--- config.mk ---
export PLATFORM = sky130hd
export DESIGN_NAME = zt_sram
export DESIGN_NICKNAME = d
export VERILOG_FILES = /design/src/rtl/zt_sram.sv
export SDC_FILE = /design/constraint.sdc
export NUM_CORES = 2
export LEC_CHECK = 0
export ABC_AREA = 1
export BUFFER_PORTS_ARGS = -buffer_cell sky130_fd_sc_hd__buf_2
export CORE_ASPECT_RATIO = 0.75
export CORE_UTILIZATION = 31
export CTS_CLUSTER_SIZE = 25
export DETAILED_ROUTE_END_ITERATION = 12
export PLACE_DENSITY_LB_ADDON = 0.1
export RECOVER_POWER = 100
export SYNTH_ARGS = -nofsm -noshare
export SYNTH_HDL_FRONTEND = slang
export SYNTH_SLANG_ARGS = --single-unit
--- constraint.sdc ---
create_clock -name clk -period 3.5 [get_ports clk]
set_input_delay 0.35 -clock clk [delete_from_list [all_inputs] [get_ports clk]]
set_output_delay 0.35 -clock clk [all_outputs]
set_load 0.01 [all_outputs]
--- src/rtl/zt_sram.sv ---
module zt_sram #(
  parameter int AW = 6,
  parameter int NB = 4,
  parameter int BW = 8,
  localparam int DW = NB * BW,
  localparam int DEPTH = 1 << AW
) (
  input  logic          clk,
  input  logic          rst_n,
  input  logic          ce,
  input  logic          cs1_n,
  input  logic          cs2,
  input  logic          cs3_n,
  input  logic          we_n,
  input  logic [NB-1:0] be_n,
  input  logic          adv_ld,
  input  logic          ilv,
  input  logic          oe_n,
  input  logic [AW-1:0] addr,
  input  logic [DW-1:0] wdata,
  output logic [DW-1:0] rdata,
  output logic          rdata_oe
);

  logic [DW-1:0] mem [DEPTH];

  logic          b_act, b_wr;
  logic [AW-1:0] b_base;
  logic [1:0]    b_cnt;

  logic          s1_v, s1_wr, s2_v, s2_wr;
  logic [AW-1:0] s1_a, s2_a;
  logic [NB-1:0] s1_be, s2_be;
  logic          oe_q;
  logic [DW-1:0] rdata_q;

  wire           sel      = !cs1_n && cs2 && !cs3_n;
  wire [1:0]     nxt_cnt  = b_cnt + 2'd1;
  wire [1:0]     beat_lo  = ilv ? (b_base[1:0] ^ nxt_cnt) : (b_base[1:0] + nxt_cnt);
  wire           issue_v  = adv_ld ? b_act : sel;
  wire           issue_wr = adv_ld ? b_wr : !we_n;
  wire [AW-1:0]  issue_a  = adv_ld ? {b_base[AW-1:2], beat_lo} : addr;
  wire           s2_rd    = s2_v && !s2_wr;
  wire           commit   = ce && s2_v && s2_wr;

  always_ff @(posedge clk) begin
    if (!rst_n) begin
      b_act   <= 1'b0;
      b_wr    <= 1'b0;
      b_base  <= '0;
      b_cnt   <= '0;
      s1_v    <= 1'b0;
      s1_wr   <= 1'b0;
      s1_a    <= '0;
      s1_be   <= '1;
      s2_v    <= 1'b0;
      s2_wr   <= 1'b0;
      s2_a    <= '0;
      s2_be   <= '1;
      oe_q    <= 1'b0;
      rdata_q <= '0;
    end else if (ce) begin
      if (!adv_ld) begin
        b_act  <= sel;
        b_wr   <= !we_n;
        b_base <= addr;
        b_cnt  <= '0;
      end else if (b_act) begin
        b_cnt  <= nxt_cnt;
      end
      s1_v  <= issue_v;
      s1_wr <= issue_wr;
      s1_a  <= issue_a;
      s1_be <= be_n;
      s2_v  <= s1_v;
      s2_wr <= s1_wr;
      s2_a  <= s1_a;
      s2_be <= s1_be;
      oe_q  <= s2_rd;
      if (s2_rd) rdata_q <= mem[s2_a];
    end
  end

  always_ff @(posedge clk) begin
    if (commit) begin
      for (int i = 0; i < NB; i++) begin
        if (!s2_be[i]) mem[s2_a][i*BW +: BW] <= wdata[i*BW +: BW];
      end
    end
  end

  assign rdata    = rdata_q;
  assign rdata_oe = oe_q && !oe_n;

endmodule

# [Word level (Yosys, flattened, before mapping)]
# Memory sizes are Yosys's and may differ from the RTL's. A register that Yosys moved wholly into a read port is not among the register bits.
# Cells that the tools add are included.
[classes] add_sub_neg=2 eq_ne=1 muxes=18 bitwise=2 reduce_logical=15
[op_table] operator="1-bit 2-to-1 mux" count=14
[op_table] operator="1-bit logical AND" count=6
[op_table] operator="1-bit zero test" count=6
[op_table] operator="2-bit 2-to-1 mux" count=3
[op_table] operator="6-bit 2-to-1 mux" count=1
[op_table] operator="2-bit AND reduction" count=3
[op_table] operator="2-bit by 1-bit adder with 2-bit output (second input constant)" count=1
[op_table] operator="2-bit adder" count=1
[op_table] operator="2-bit by 1-bit inequality test with 1-bit output (second input constant)" count=1
[op_table] operator="2-bit XOR" count=1
[op_table] operator="1-bit NOT" count=1
[word_totals] register_bits=33 ramBits=2048 in_bits=52 output_inout_bits=33 mem_count=1
[memory_table] memory="mem" depth=64 width=32 read_ports=1 rd_ports_with_merged_regs=1 write_ports=1 line="25" source="logic [DW-1:0] mem [DEPTH];"

# [Longest topological paths before layout]
[depth] ltp_word=4 depth_mapped=13 ltp_nobuf=8

# [Least setup slack after synthesis]
# Ideal clock, no wire load.
[synth_path] kind="reg2reg" from="register s2_a[0]" to="memory mem[22][0] (netlist bit) (enable)" setup_ns=0.370 arrival_ns=1.769 setup_slack_ns=1.361 stages_incl_launch_ff=8 path_cell_list="dfxtp_1 -> buf_6 -> buf_4 -> buf_2 -> buf_2 -> nor2_1 -> nand2_1 -> nor2_1"
[synth_rtl] item="start: declaration" line="32" source="logic [AW-1:0] s1_a, s2_a;"
[synth_rtl] item="start signal: assignment" line="58" source="s2_a <= '0;"
[synth_rtl] item="start signal: assignment" line="77" source="s2_a <= s1_a;"
[synth_rtl] item="end: declaration" line="25"
# No word-level cell before the write port.

# [Worst setup path in the final report]
[layout_path] from="register s2_a[5]" to="memory mem[49][2] (netlist bit) (enable)"
# No word-level cell before the write port.

==> results.txt <==
Status = complete, but fails checks
Failing checks = capacitance limit, slew limit
Starting Density = 0.3120
Sequential fraction of the synthesis area = 0.7031
Cell variety after synth = 28
Largest net degree at the start of global routing = 112
H-tree depth = 4
FF+latch count, synth = 2113
Core area = 286300 µm²
CP Data Arrival Time = 3.89 ns
CTS tree = yes
Max Freq = 298.1 MHz
Port bufs = 84
Post-Syn Area = 89310 µm²
Post-DP HPWL = 189100 µm
Drt first pass iters = 5
Unrepaired setup endpoints after global routing = no
Vias = 58223
Root buffer cell = clkbuf_16
Worst Hold Path EP = s2_be[0]
Critical Path Fanout Max = 24
Rel. slew slack = -1.446
Slew @ Worst Pin = 3.669 ns
Async S/R FF share, synth = 0
Gr usage total = 0.1987
Die H = 466.8 µm
Vias/cell = 4.608
Register area = 62800 µm²
Net count reported at finish = 8711
Design Power = 54.33 mW
Crit-path cells = inv_1, nor3_2, clkbuf_2, nand2_1, nor2_1, clkbuf_2
Max-slew violations = 1621
Area of the multi-input gates = 19780 µm²
Lkg Pwr = 40.35 nW
Clock sink count = 2113
FILL cells = 28538
Synth Instances = 8250
CP dominant cell by count = clkbuf_2
Max_cap viols = 42
Layout area overhead = 15.11%
Hold Path Origin = ce
CP endpoint kind = register
Share of cells above drive strength 1 = 0.09980
DR WL/cell = 23.19 µm
Synthesized net count = 8303
CTS Buffer Depth = 4
CP max stage delay = 0.79 ns
Fin crit period = 3.354 ns
Worst-path clk slew = 0.06 ns
Gpl congestion = 0.8127
Hold Fails Final Rpt = 0
Skew final = 0.04922 ns
Initial DRC Count = 5321
Peak supply drop = 0.3693 mV
DRC Markers = 0
FF-to-FF End = mem[49][2]
Die area = 290300 µm²
Worst Setup Start Kind = register
Initial antenna violation count = 31
Worst hold path depth = 3
Worst r2r src = s2_a[5]
Hold crit path type = input port to register
Site Rows = 170
Worst Path Buf+Inv = 3
Critical path's top delay family = buffers and inverters
DRT Wirelength = 293000 µm
CTS buffer count = 227
Clock latency on the worst-skew pair = 0.89 ns
First-pass GRT wire length = 417900 µm
Setup-failing EPs final = 0
# IOs = 85
Worst path slowest cell = clkbuf_2
Setup TNS = 0 ns
Final period utilization = 0.9584
Syn avg cell area = 10.83 µm²
WP data required = 4.03 ns
Post-route ant nets = 0
Grt ovf = 0
Setup CP Type = register to register
Die Span X = 621.8 µm
Worst reg-to-reg setup slack = 0.15 ns
EDFF count, synth = 2048
Pwr dens = 528.5 nW/µm²
Worst-case reg-to-reg path depth = 6
Number of global-route vias before repair = 55371
Top_reg_cell synth = edfxtp_1
Yosys warns = 0
[logic make-up (layout without fill, tap and decap cells)]
family / Yosys count / after routing / synth area share
simple gates: 3830 / 3830 / 0.1802
compound gates: 646 / 646 / 0.04067
xor+xnor: 2 / 2 / 0.0001962
fa+ha+maj: 1 / 1 / 0.0001401
buf+inv: 1658 / 2246 / 0.07564
flops: 2113 / 2113 / 0.7031
other cells: 0 / 13 / 0
[worst min-delay path, stage by stage]
cell and delay [ns]:
buf_2 0.20, buf_4 0.24, o21ai_0 0.16
[synth_stat cells, types with 36 or more instances]
library cell / count / area (µm²)
o211ai_1: 159 / 1194
clkbuf_1: 164 / 615.6
dfxtp_1: 65 / 1301
inv_1: 1242 / 4662
a21oi_1: 55 / 275.3
o21ai_1: 60 / 300.3
buf_2: 189 / 945.9
o21ai_0: 371 / 1857
buf_6: 36 / 405.4
or2_2: 298 / 1864
nor2_1: 773 / 2902
nand2_1: 2030 / 7620
nand3_1: 684 / 3423
edfxtp_1: 2048 / 61500
[power breakdown]
group	leakage, nW	internal [mW]	switching [mW]
clock network	3.42	13.3	10.2
logic	18.0	0.731	2.26
registers	18.9	27.8	0.0403
[layer usage]
layer / GRT usage / part of all wire / up-vias
li1: - / - / 27806
met1: 0.3023 / 0.50 / 28701
met2: 0.2990 / 0.43 / 1349
met3: 0.02710 / 0.049 / 363
met4: 0.04389 / 0.022 / 4
met5: 0 / 0.00013 / -
[how the worst max path moves through the flow]
stage,from,endpoint,slack [ns],cells after the start
after detailed placement,s2_a[0],rdata[10],0.41,10
after global placement,s2_a[0],rdata[10],0.43,10
after CTS,s2_a[0],rdata[10],0.40,10
final,s2_a[5],mem[49][2],0.15,6
after floorplan,s2_a[0],mem[22][0],1.36,7
after global routing,s2_a[2],mem[20][24],0.11,8
[metrics by stage]
step,instance area (µm²),hold slack (ns),util,std cells,setup WS (ns)
final,102800,0.1443,0.3591,12635,0.1456
after global routing,102800,0.09185,0.3590,12625,0.1143
after CTS,104200,0.007359,0.3640,12622,0.3968
after detailed placement,96810,0.4517,0.3381,12177,0.4069
after global placement,96810,0.4425,0.3381,12177,0.4321
after floorplan,89310,0.4292,-,8250,1.361
[final cells by class]
cell class / count / area share
Sequential cell: 2113 / 0.6109
Multi-Input combinational cell: 4479 / 0.1924
Clock buffer: 298 / 0.05962
Tap cell: 3784 / 0.04605
Inverter: 1244 / 0.04558
Timing Repair Buffer: 593 / 0.03630
Clock inverter: 111 / 0.008872
Antenna cell: 13 / 0.0003164
[placed cells by master (no fill, tap or decap), types with 2 or more instances in the layout]
cell / count
clkbuf_2: 91
clkinv_8: 2
o21ai_0: 374
o21ai_1: 57
or2_2: 298
dlygate4sd3_1: 36
clkinv_1: 55
clkbuf_4: 2
nand2_1: 2025
clkinv_2: 29
diode_2: 13
nor3_2: 4
clkbuf_8: 14
dfxtp_1: 64
edfxtp_1: 2048
buf_4: 106
nand2_2: 4
buf_12: 45
nor2_1: 780
clkbuf_1: 344
nor2_4: 3
o211ai_1: 159
inv_2: 2
bufinv_16: 15
buf_2: 24
clkinvlp_4: 8
a21oi_1: 55
clkbuf_16: 229
nor3_1: 6
nand3_1: 684
inv_1: 1241
or2_0: 24
[state kept, by name, indices dropped and copies added, names as in the netlist, 2 cells and up]
name    flops
s2_a        6
mem      2048
b_cnt       2
s1_a        6
s1_be       4
s2_be       4
rdata      32
b_base      6
[what timing repair did]
action,CTS,global route
hold buffers,36,0
setup buffers,0,0
hold endpoints to repair,231,0
resized for setup,0,0
Power figures use the tool's default switching activity.
